## config.mk

```make
export PLATFORM = sky130hd
export DESIGN_NAME = spi_reg_slave
export DESIGN_NICKNAME = d
export VERILOG_FILES = /design/src/rtl/spi_rb_pkg.sv /design/src/rtl/spi_rb_sync.sv /design/src/rtl/spi_rb_rx.sv /design/src/rtl/spi_rb_ctrl.sv /design/src/rtl/spi_rb_tx.sv /design/src/rtl/spi_reg_slave.sv
export SDC_FILE = /design/constraint.sdc
export NUM_CORES = 1
export LEC_CHECK = 0
export BUFFER_PORTS_ARGS = -buffer_cell sky130_fd_sc_hd__buf_2
export CORE_UTILIZATION = 30
export CTS_BUF_LIST = sky130_fd_sc_hd__clkbuf_8
export CTS_CLUSTER_SIZE = 10
export DETAILED_ROUTE_END_ITERATION = 16
export PLACE_DENSITY = 0.48
export RECOVER_POWER = 50
export SETUP_SLACK_MARGIN = 0.05
export SYNTH_ARGS = -nofsm -noshare
export SYNTH_HDL_FRONTEND = slang
export SYNTH_HIERARCHICAL = 1
export SYNTH_SLANG_ARGS = --single-unit
```

## constraint.sdc

```tcl
create_clock -name clk -period 6 [get_ports clk]
set_input_delay 0.9 -clock clk [delete_from_list [all_inputs] [get_ports clk]]
set_output_delay 0.9 -clock clk [all_outputs]
set_load 0.05 [all_outputs]
```

## src/rtl/spi_rb_pkg.sv

```systemverilog
package spi_rb_pkg;
  localparam int unsigned WORD_W = 8;
  localparam int unsigned ADDR_W = 5;

  typedef struct packed {
    logic              is_cmd;
    logic              is_read;
    logic              is_cont;
    logic [ADDR_W-1:0] addr;
  } hdr_t;

  typedef enum logic {
    PH_HDR  = 1'b0,
    PH_DATA = 1'b1
  } phase_e;

  // Split a received header word into its fields.
  function automatic hdr_t decode_hdr(input logic [WORD_W-1:0] w);
    hdr_t h;
    h.is_cmd  = w[7];
    h.is_read = w[6];
    h.is_cont = w[5];
    h.addr    = w[ADDR_W-1:0];
    return h;
  endfunction

  // Continuous-style address step, wrapping at the top of the bank.
  function automatic logic [ADDR_W-1:0] next_addr(input logic [ADDR_W-1:0] a);
    return a + 1'b1;
  endfunction
endpackage

```

## src/rtl/spi_rb_sync.sv

```systemverilog
module spi_rb_sync #(
  parameter int unsigned   W       = 3,
  parameter int unsigned   STAGES  = 2,
  parameter logic [W-1:0]  RST_VAL = '0
) (
  input  logic         clk,
  input  logic         rst_n,
  input  logic [W-1:0] d_async,
  output logic [W-1:0] lvl
);
  generate
    for (genvar i = 0; i < W; i++) begin : g_bit
      logic [STAGES-1:0] chain;
      always_ff @(posedge clk or negedge rst_n) begin
        if (!rst_n) chain <= {STAGES{RST_VAL[i]}};
        else        chain <= {chain[STAGES-2:0], d_async[i]};
      end
      assign lvl[i] = chain[STAGES-1];
    end
  endgenerate
endmodule

```

## src/rtl/spi_rb_rx.sv

```systemverilog
module spi_rb_rx
  import spi_rb_pkg::*;
#(
  parameter int unsigned W = WORD_W
) (
  input  logic                 clk,
  input  logic                 rst_n,
  input  logic                 clr,
  input  logic                 smp,
  input  logic                 din,
  output logic [$clog2(W)-1:0] bit_cnt,
  output logic                 byte_done,
  output logic [W-1:0]         byte_val
);
  localparam int unsigned CNT_W = $clog2(W);

  logic [W-2:0] sh;

  always_ff @(posedge clk or negedge rst_n) begin
    if (!rst_n) begin
      sh      <= '0;
      bit_cnt <= '0;
    end else if (clr) begin
      bit_cnt <= '0;
    end else if (smp) begin
      sh      <= {sh[W-3:0], din};
      bit_cnt <= bit_cnt + 1'b1;
    end
  end

  assign byte_done = smp && (bit_cnt == CNT_W'(W-1));
  assign byte_val  = {sh, din};
endmodule

```

## src/rtl/spi_rb_ctrl.sv

```systemverilog
module spi_rb_ctrl
  import spi_rb_pkg::*;
(
  input  logic              clk,
  input  logic              rst_n,
  input  logic              clr,
  input  logic              byte_done,
  input  logic [WORD_W-1:0] byte_val,
  input  logic              rd_slot,
  output logic [ADDR_W-1:0] reg_addr,
  output logic [WORD_W-1:0] reg_wdata,
  output logic              reg_we,
  output logic              reg_re,
  output logic              cmd_stb,
  output logic [ADDR_W-1:0] cmd_code,
  output logic [ADDR_W-1:0] ptr,
  output logic              data_phase,
  output logic              cont_mode
);
  phase_e phase;
  logic   rd_mode;
  hdr_t   hdr;

  assign hdr = decode_hdr(byte_val);

  always_ff @(posedge clk or negedge rst_n) begin
    if (!rst_n) begin
      phase     <= PH_HDR;
      rd_mode   <= 1'b0;
      cont_mode <= 1'b0;
      ptr       <= '0;
      reg_addr  <= '0;
      reg_wdata <= '0;
      reg_we    <= 1'b0;
      reg_re    <= 1'b0;
      cmd_stb   <= 1'b0;
      cmd_code  <= '0;
    end else begin
      reg_we  <= 1'b0;
      reg_re  <= 1'b0;
      cmd_stb <= 1'b0;
      if (byte_done) begin
        if (phase == PH_HDR) begin
          if (hdr.is_cmd) begin
            if (hdr.addr != '0) begin
              cmd_stb  <= 1'b1;
              cmd_code <= hdr.addr;
            end
          end else begin
            phase     <= PH_DATA;
            rd_mode   <= hdr.is_read;
            cont_mode <= hdr.is_cont;
            ptr       <= hdr.addr;
          end
        end else begin
          if (!rd_mode) begin
            reg_we    <= 1'b1;
            reg_addr  <= ptr;
            reg_wdata <= byte_val;
          end
          if (cont_mode) ptr   <= next_addr(ptr);
          else           phase <= PH_HDR;
        end
      end
      if (rd_slot && phase == PH_DATA && rd_mode) begin
        reg_re   <= 1'b1;
        reg_addr <= ptr;
      end
      if (clr) begin
        phase     <= PH_HDR;
        rd_mode   <= 1'b0;
        cont_mode <= 1'b0;
      end
    end
  end

  assign data_phase = (phase == PH_DATA);
endmodule

```

## src/rtl/spi_rb_tx.sv

```systemverilog
module spi_rb_tx
  import spi_rb_pkg::*;
#(
  parameter int unsigned W = WORD_W
) (
  input  logic         clk,
  input  logic         rst_n,
  input  logic         active,
  input  logic         load,
  input  logic [W-1:0] ldata,
  input  logic         shift,
  output logic         bit_out
);
  logic [W-1:0] sh;

  always_ff @(posedge clk or negedge rst_n) begin
    if (!rst_n)      sh <= '0;
    else if (!active) sh <= '0;
    else if (load)   sh <= ldata;
    else if (shift)  sh <= {sh[W-2:0], 1'b0};
  end

  assign bit_out = sh[W-1];
endmodule

```

## src/rtl/spi_reg_slave.sv

```systemverilog
module spi_reg_slave
  import spi_rb_pkg::*;
#(
  parameter int unsigned SYNC_STAGES = 2
) (
  input  logic              clk,
  input  logic              rst_n,
  input  logic              sclk,
  input  logic              cs_n,
  input  logic              mosi,
  output logic              miso,
  output logic              miso_oe,
  output logic [ADDR_W-1:0] reg_addr,
  output logic [WORD_W-1:0] reg_wdata,
  output logic              reg_we,
  output logic              reg_re,
  input  logic [WORD_W-1:0] reg_rdata,
  output logic              cmd_stb,
  output logic [ADDR_W-1:0] cmd_code
);
  localparam int unsigned IX_SCLK = 0;
  localparam int unsigned IX_CS   = 1;
  localparam int unsigned IX_MOSI = 2;
  localparam int unsigned CNT_W   = $clog2(WORD_W);

  logic [2:0]        pin_lvl;
  logic              sclk_q;
  logic              cs_q;
  logic              sel_now;
  logic              sel_was;
  logic              sclk_fall_evt;
  logic              sclk_rise_evt;
  logic              frame_edge;
  logic [CNT_W-1:0]  bit_cnt;
  logic              byte_done;
  logic [WORD_W-1:0] byte_val;
  logic              rd_slot;
  logic [ADDR_W-1:0] ptr;
  logic              data_phase;
  logic              cont_mode;
  logic              tx_bit;

  spi_rb_sync #(.W(3), .STAGES(SYNC_STAGES), .RST_VAL(3'b010)) u_sync (
    .clk     (clk),
    .rst_n   (rst_n),
    .d_async ({mosi, cs_n, sclk}),
    .lvl     (pin_lvl)
  );

  always_ff @(posedge clk or negedge rst_n) begin
    if (!rst_n) begin
      sclk_q <= 1'b0;
      cs_q   <= 1'b1;
    end else begin
      sclk_q <= pin_lvl[IX_SCLK];
      cs_q   <= pin_lvl[IX_CS];
    end
  end

  assign sel_now       = ~pin_lvl[IX_CS];
  assign sel_was       = ~cs_q;
  assign sclk_fall_evt = sclk_q & ~pin_lvl[IX_SCLK] & sel_was;
  assign sclk_rise_evt = ~sclk_q & pin_lvl[IX_SCLK] & sel_was;
  assign frame_edge    = cs_q ^ pin_lvl[IX_CS];
  assign rd_slot       = sclk_rise_evt & (bit_cnt == '0);

  spi_rb_rx u_rx (
    .clk       (clk),
    .rst_n     (rst_n),
    .clr       (frame_edge),
    .smp       (sclk_fall_evt),
    .din       (pin_lvl[IX_MOSI]),
    .bit_cnt   (bit_cnt),
    .byte_done (byte_done),
    .byte_val  (byte_val)
  );

  spi_rb_ctrl u_ctrl (
    .clk        (clk),
    .rst_n      (rst_n),
    .clr        (frame_edge),
    .byte_done  (byte_done),
    .byte_val   (byte_val),
    .rd_slot    (rd_slot),
    .reg_addr   (reg_addr),
    .reg_wdata  (reg_wdata),
    .reg_we     (reg_we),
    .reg_re     (reg_re),
    .cmd_stb    (cmd_stb),
    .cmd_code   (cmd_code),
    .ptr        (ptr),
    .data_phase (data_phase),
    .cont_mode  (cont_mode)
  );

  spi_rb_tx u_tx (
    .clk     (clk),
    .rst_n   (rst_n),
    .active  (sel_now),
    .load    (reg_re),
    .ldata   (reg_rdata),
    .shift   (sclk_rise_evt),
    .bit_out (tx_bit)
  );

  assign miso    = sel_now & tx_bit;
  assign miso_oe = sel_now;
endmodule

```

After elaboration in Yosys (flattened, before gate mapping)
Cells that the tools add are included.
Storage, ports and cells
  register bits: 55
  input port bits: 13
  output and inout bits: 23
  logic and storage cells: 89
Cells by class
  muxes and demuxes: 33
  add/subtract/negate cells: 2
  bitwise logic cells: 14
  reductions and logical operators: 16
  equality and inequality tests: 6
Operator list (count)
  two-way mux 5 bit: 7
  two-way mux 8 bit: 3
  two-way mux 1 bit: 21
  AND reduction 3 bit: 4
  nonzero test 2 bit: 4
  NOT 1 bit: 7
  bitwise AND 1 bit: 6
  two-way mux 3 bit: 2
  inequality test 2 bit, second input constant: 3
  adder 5 x 1 -> 5 bit, second input constant: 1
  nonzero test 5 bit: 1
  inequality test 2 x 1 -> 1 bit, second input constant: 2
  AND reduction 4 bit: 1
  adder 3 x 1 -> 3 bit, second input constant: 1
  equality test 3 bit, second input constant: 1
  logical AND 1 bit: 3
  zero test 3 bit: 1
  nonzero test 3 bit: 1
  AND reduction 2 bit: 1
  XOR 1 bit: 1

Logic depth before layout (Yosys ltp)
  depth after elaboration: 8
  mapped depth: 7
  depth with buffers taken out: 6

Modules after synthesis
Netlist, hierarchy kept.
By module, submodules not included
  spi_rb_ctrl: instances 1, cells an instance 93, area an instance 1262.5 µm², seq. area each 725.7 µm²
  spi_rb_tx: instances 1, cells an instance 35, area an instance 459.2 µm², seq. area each 200.2 µm²
  spi_rb_rx: instances 1, cells an instance 29, area an instance 434.2 µm², seq. area each 250.2 µm²
  spi_rb_sync: instances 1, cells an instance 9, area an instance 175.2 µm², seq. area each 152.6 µm²
  spi_reg_slave: instances 1, cells an instance 8, area an instance 113.9 µm², seq. area each 51.3 µm²

Worst setup path after synthesis
Ideal clock, no wire load.
  kind: reg-to-reg
  start point: reg u_sync.g_bit[0].chain[1]
  end point: reg u_ctrl.ptr[2]
  slack: 3.756 ns
  setup time: 0.126 ns
  arrival time: 2.118 ns
  data required time: 5.874 ns
  buffers on the path: 2
  period minus slack after synthesis: 2.244 ns
  stages on the path, launching flop included: 8
  cells stage by stage: dfrtp_1 > buf_4 > nor3b_1 > and2_2 > inv_1 > or3_1 > clkbuf_2 > a221o_1
On the way
  longest elaborated chain between the ends: 5
Ends and longest elaborated chain
  start: declaration: line spi_rb_sync.sv:13  | logic [STAGES-1:0] chain;
  start signal: assignment: line spi_rb_sync.sv:15  | if (!rst_n) chain <= {STAGES{RST_VAL[i]}};
  start signal: assignment: line spi_rb_sync.sv:16  | else chain <= {chain[STAGES-2:0], d_async[i]};
  NOT 1 bit: line spi_reg_slave.sv:62  | assign sclk_fall_evt = sclk_q & ~pin_lvl[IX_SCLK] & sel_was;
  bitwise AND 1 bit (2 in series): line spi_reg_slave.sv:62
  net sclk_fall_evt: line spi_reg_slave.sv:31  | logic sclk_fall_evt;
  logical AND 1 bit: line spi_rb_rx.sv:31  | assign byte_done = smp && (bit_cnt == CNT_W'(W-1));
  net byte_done: line spi_reg_slave.sv:35  | logic byte_done;
  AND reduction 3 bit (no line)
  end signal: assignment: line spi_rb_ctrl.sv:53  | ptr <= hdr.addr;
  end signal: assignment: line spi_rb_ctrl.sv:61  | if (cont_mode) ptr <= next_addr(ptr);
  end: declaration: line spi_rb_ctrl.sv:16  | output logic [ADDR_W-1:0] ptr,
The timed path passes the listed nets, and every way through them passes these cells.
A chain may end at the register's enable or synchronous reset.

==> out/qor.txt <==
OUTCOME
----------------------------------------------------------------------------------------
Status                                                                      finished with violations
Failing checks                                                              capacitance limit, slew limit

SYNTHESIS
----------------------------------------------------------------------------------------
Mapped Avg Cell Area                                                            14.1 µm²
Share of the yosys chip area belonging to registers                                0.564
Total of warnings raised by yosys                                                      6
Fraction of synthesis flops using an asynchronous set or reset pin                  1.00
EDFF count, synth                                                                      0
Cell type with the largest total area after synthesis                       sky130_fd_sc_hd__dfrtp_1
Post-synth net total                                                                 190
Cell variety after synth                                                              40
Cells taking the most area after synthesis                                  sky130_fd_sc_hd__dfrtp_1 (53%), sky130_fd_sc_hd__mux2_2 (11%), sky130_fd_sc_hd__mux2_4 (5.5%)
Top cells by instance count after synthesis                                 sky130_fd_sc_hd__dfrtp_1 (52), sky130_fd_sc_hd__mux2_2 (23), sky130_fd_sc_hd__mux2_4 (9), sky130_fd_sc_hd__nand2b_1 (9), sky130_fd_sc_hd__o211a_1 (7)
Dominant register cell in the synthesized netlist                           sky130_fd_sc_hd__dfrtp_1
Top cell type's share of synthesized area                                          0.532
Cell area after synthesis                                                    0.00244 mm²
Most numerous cell in the Yosys netlist                                     sky130_fd_sc_hd__dfrtp_1
Number of synthesized register bits                                                   55
Cells after Synth                                                                    174

SETUP PATH
----------------------------------------------------------------------------------------
CP top delay family                                                         buffers and inverters
Critical path data arrival time                                                  3060 ps
Setup CP Type                                                               primary input to async pin
Cell chain of the critical path                                             buf_2 > clkbuf_1
Peak fanout along the critical path                                                   55
Crit path buf inv count                                                                2
CP max-delay cell                                                           sky130_fd_sc_hd__clkbuf_1
Critical path capture point type                                               async pin
Critical path launch point type                                             primary input
Data required time of the worst path                                             5800 ps
Peak per-stage delay on the critical path                                        2040 ps

CELLS AND AREA
----------------------------------------------------------------------------------------
Final net count                                                                      223
Utilization after layout                                                           0.355
Share of layout cells above drive strength 1                                       0.413
Fill cell count                                                                      750
Area of all placed cells without fillers                                     0.00277 mm²
Register cell area after layout                                              0.00138 mm²
Number of cells in the finished layout apart from fillers                            310
Number of antenna cells inserted                                                       0
Area growth from synthesis to layout                                               13.5%
Multi-input combinational cell area                                              966 µm²

PLACEMENT
----------------------------------------------------------------------------------------
DP Cell Count                                                                        302
Pre-CTS setup slack                                                              3670 ps
Total placed instance area                                                   0.00268 mm²
GPL Wtd Cong                                                                       0.793
HPWL after DPL                                                                   2850 µm
IO buf count                                                                          35

ROUTE
----------------------------------------------------------------------------------------
Detailed-routing iteration count for the pre-antenna-repair pass                       4
Total detailed-routing wirelength                                                4260 µm
Wire per inst                                                                    13.8 µm
Post-DRT Antenna Nets                                                                  0
Routed via count divided by cell count                                              4.51
Iteration-0 DRC count of the detailed router                                          52
Total via count after detailed routing                                              1398
DRC errors left                                                                        0

JOB
----------------------------------------------------------------------------------------
Count of max-cap constraint violations                                                 2

CLOCK NETWORK
----------------------------------------------------------------------------------------
Later-pin clock latency in the skew report                                        310 ps
TritonCTS clock tree                                                                done
Clock-pin slew on the worst setup and hold paths                                  100 ps
TritonCTS Sinks                                                                       55
Setup fix buffers added after clock tree synthesis                                     0
Number of CTS-inserted buffers                                                         5
Total of hold buffers inserted after clock tree synthesis                              0
CTS resizes                                                                            0
Clock Root Buffer                                                           sky130_fd_sc_hd__clkbuf_8
CTS max path bufs                                                                      2
Total number of H-tree levels                                                          2

TIMING
----------------------------------------------------------------------------------------
Max frequency                                                                  0.307 GHz
Final hold violation count                                                             0
Time the worst path needs with I/O delays and setup                              3260 ps
Final total negative setup slack                                                    0 ps
Tightest Pin Transition                                                          2910 ps
Endpoints failing setup                                                                0
Setup slack after layout                                                         2740 ps
Count of pins over their slew limit                                                   66
RSZ-0062 raised after global routing                                                  no
Portion of the clock cycle consumed by the worst path in the final layout          0.543
Setup skew after layout                                                          8.48 ps
Minimum hold slack                                                                361 ps
Slew margin rel.                                                                  -0.941

MIN PATH
----------------------------------------------------------------------------------------
Class of the worst hold path                                                register to register

GLOBAL ROUTING
----------------------------------------------------------------------------------------
Pin count of the biggest net entering global routing                                  56
Initial antenna violation count                                                        0
First-pass GRT wire length                                                       7670 µm
Number of global-route vias before repair                                           1538
Overflow after GRT                                                                     0
Total track usage                                                                  0.116

FLOORPLAN
----------------------------------------------------------------------------------------
Number of cell rows                                                                   32
Top Ports                                                                             36
Horizontal die dimension                                                         92.3 µm
Initial core utilization                                                           0.313
Placeable core region                                                        0.00781 mm²
Die Height                                                                       92.3 µm
DIE AREA                                                                     0.00851 mm²

POWER AND IR DROP
----------------------------------------------------------------------------------------
Overall power of the completed layout                                           0.678 mW
P_leak                                                                           1.46 nW
Ratio of total power to cell area                                             244 mW/mm²
Peak VDD IR                                                                      98.9 µV

==> cells by family after synthesis <==
| kind of cell | after synthesis | share of synthesized area |
|---|---|---|
| buffers and inverters | 16 | 0.0384 |
| adders and majority gates | 3 | 0.0154 |
| muxes | 36 | 0.178 |
| DFF | 55 | 0.564 |
| xor gates and xnor gates | 2 | 0.00717 |
| and+or+nand+nor | 39 | 0.113 |
| AOI/OAI and AO/OA | 23 | 0.0845 |
==> power breakdown <==
| part | switching, mW | internal (mW) | total (mW) | leakage (nW) |
|---|---|---|---|---|
| clock network | 0.124 | 0.0945 | 0.218 | 0.0474 |
| logic | 0.0199 | 0.0227 | 0.0426 | 0.669 |
| registers | 0.0285 | 0.388 | 0.417 | 0.740 |
==> area by class of cell <==
class	count	area share
Sequential cell	55	0.498
Tap cell	102	0.0460
Clock inverter	2	0.00586
Inverter	6	0.00812
Clock buffer	6	0.0298
Multi-Input combinational cell	103	0.348
Timing Repair Buffer	36	0.0645
==> routing by layer <==
layer | track usage | routed length (µm) | vias up
met3 | 0.0257 | 114 | 6
met2 | 0.174 | 1920 | 27
li1 | - | - | 678
met4 | 0.0495 | 87 | 0
met5 | 0 | 0 | -
met1 | 0.159 | 2140 | 687
==> cell usage in the layout, fill, tap and decap left out, types with 2 or more instances in the layout <==
master,n
sky130_fd_sc_hd__dfrtp_1,52
sky130_fd_sc_hd__mux2i_1,4
sky130_fd_sc_hd__buf_2,35
sky130_fd_sc_hd__nor2_1,6
sky130_fd_sc_hd__nand2b_1,9
sky130_fd_sc_hd__a22o_1,3
sky130_fd_sc_hd__nor2b_4,2
sky130_fd_sc_hd__inv_1,6
sky130_fd_sc_hd__o41ai_1,3
sky130_fd_sc_hd__nor3b_1,3
sky130_fd_sc_hd__nand4_1,2
sky130_fd_sc_hd__mux2_2,23
sky130_fd_sc_hd__ha_1,3
sky130_fd_sc_hd__clkbuf_8,6
sky130_fd_sc_hd__o211a_1,7
sky130_fd_sc_hd__nand2_1,3
sky130_fd_sc_hd__and2_2,2
sky130_fd_sc_hd__nor2b_1,5
sky130_fd_sc_hd__a221oi_1,2
sky130_fd_sc_hd__a31o_2,2
sky130_fd_sc_hd__mux2_4,9
sky130_fd_sc_hd__a21oi_1,2
sky130_fd_sc_hd__dfstp_2,2
==> path summary, 6_finish.rpt <==
check	from	to	slack [ps]	cells after the start
worst max-delay path	rst_n	u_tx/sh[7]$_DFFE_PN0P_	2740	2
worst min-delay path	u_sync/g_bit[0].chain[0]$_DFF_PN0_	u_sync/g_bit[0].chain[1]$_DFF_PN0_	360	0
worst max register to register	cs_q$_DFF_PN1_	u_ctrl/reg_addr[4]$_DFFE_PN0P_	3150	5
worst min register to register	u_sync/g_bit[0].chain[0]$_DFF_PN0_	u_sync/g_bit[0].chain[1]$_DFF_PN0_	360	0
max in group clk	cs_q$_DFF_PN1_	u_ctrl/reg_addr[4]$_DFFE_PN0P_	3150	5
min in group asynchronous	rst_n	u_tx/sh[0]$_DFFE_PN0P_	1620	2
==> worst register-to-register path, delay by kind of cell (launching register included) <==
family,cells,cell delay (ps)
AND/OR/NAND/NOR,3,1840
flip-flops,1,390
multiplexers,1,330
AO/OA/AOI/OAI,1,180
==> registers in the layout, indices dropped and copies added (netlist names), 3 cells and up <==
register            cells
u_rx/sh                 7
u_rx/bit_cnt            3
u_ctrl/reg_wdata        8
u_sync/g_bit.chain      6
u_ctrl/reg_addr         5
u_ctrl/cmd_code         5
u_tx/sh                 8
u_ctrl/ptr              5
(Power assumes the default switching activity.)
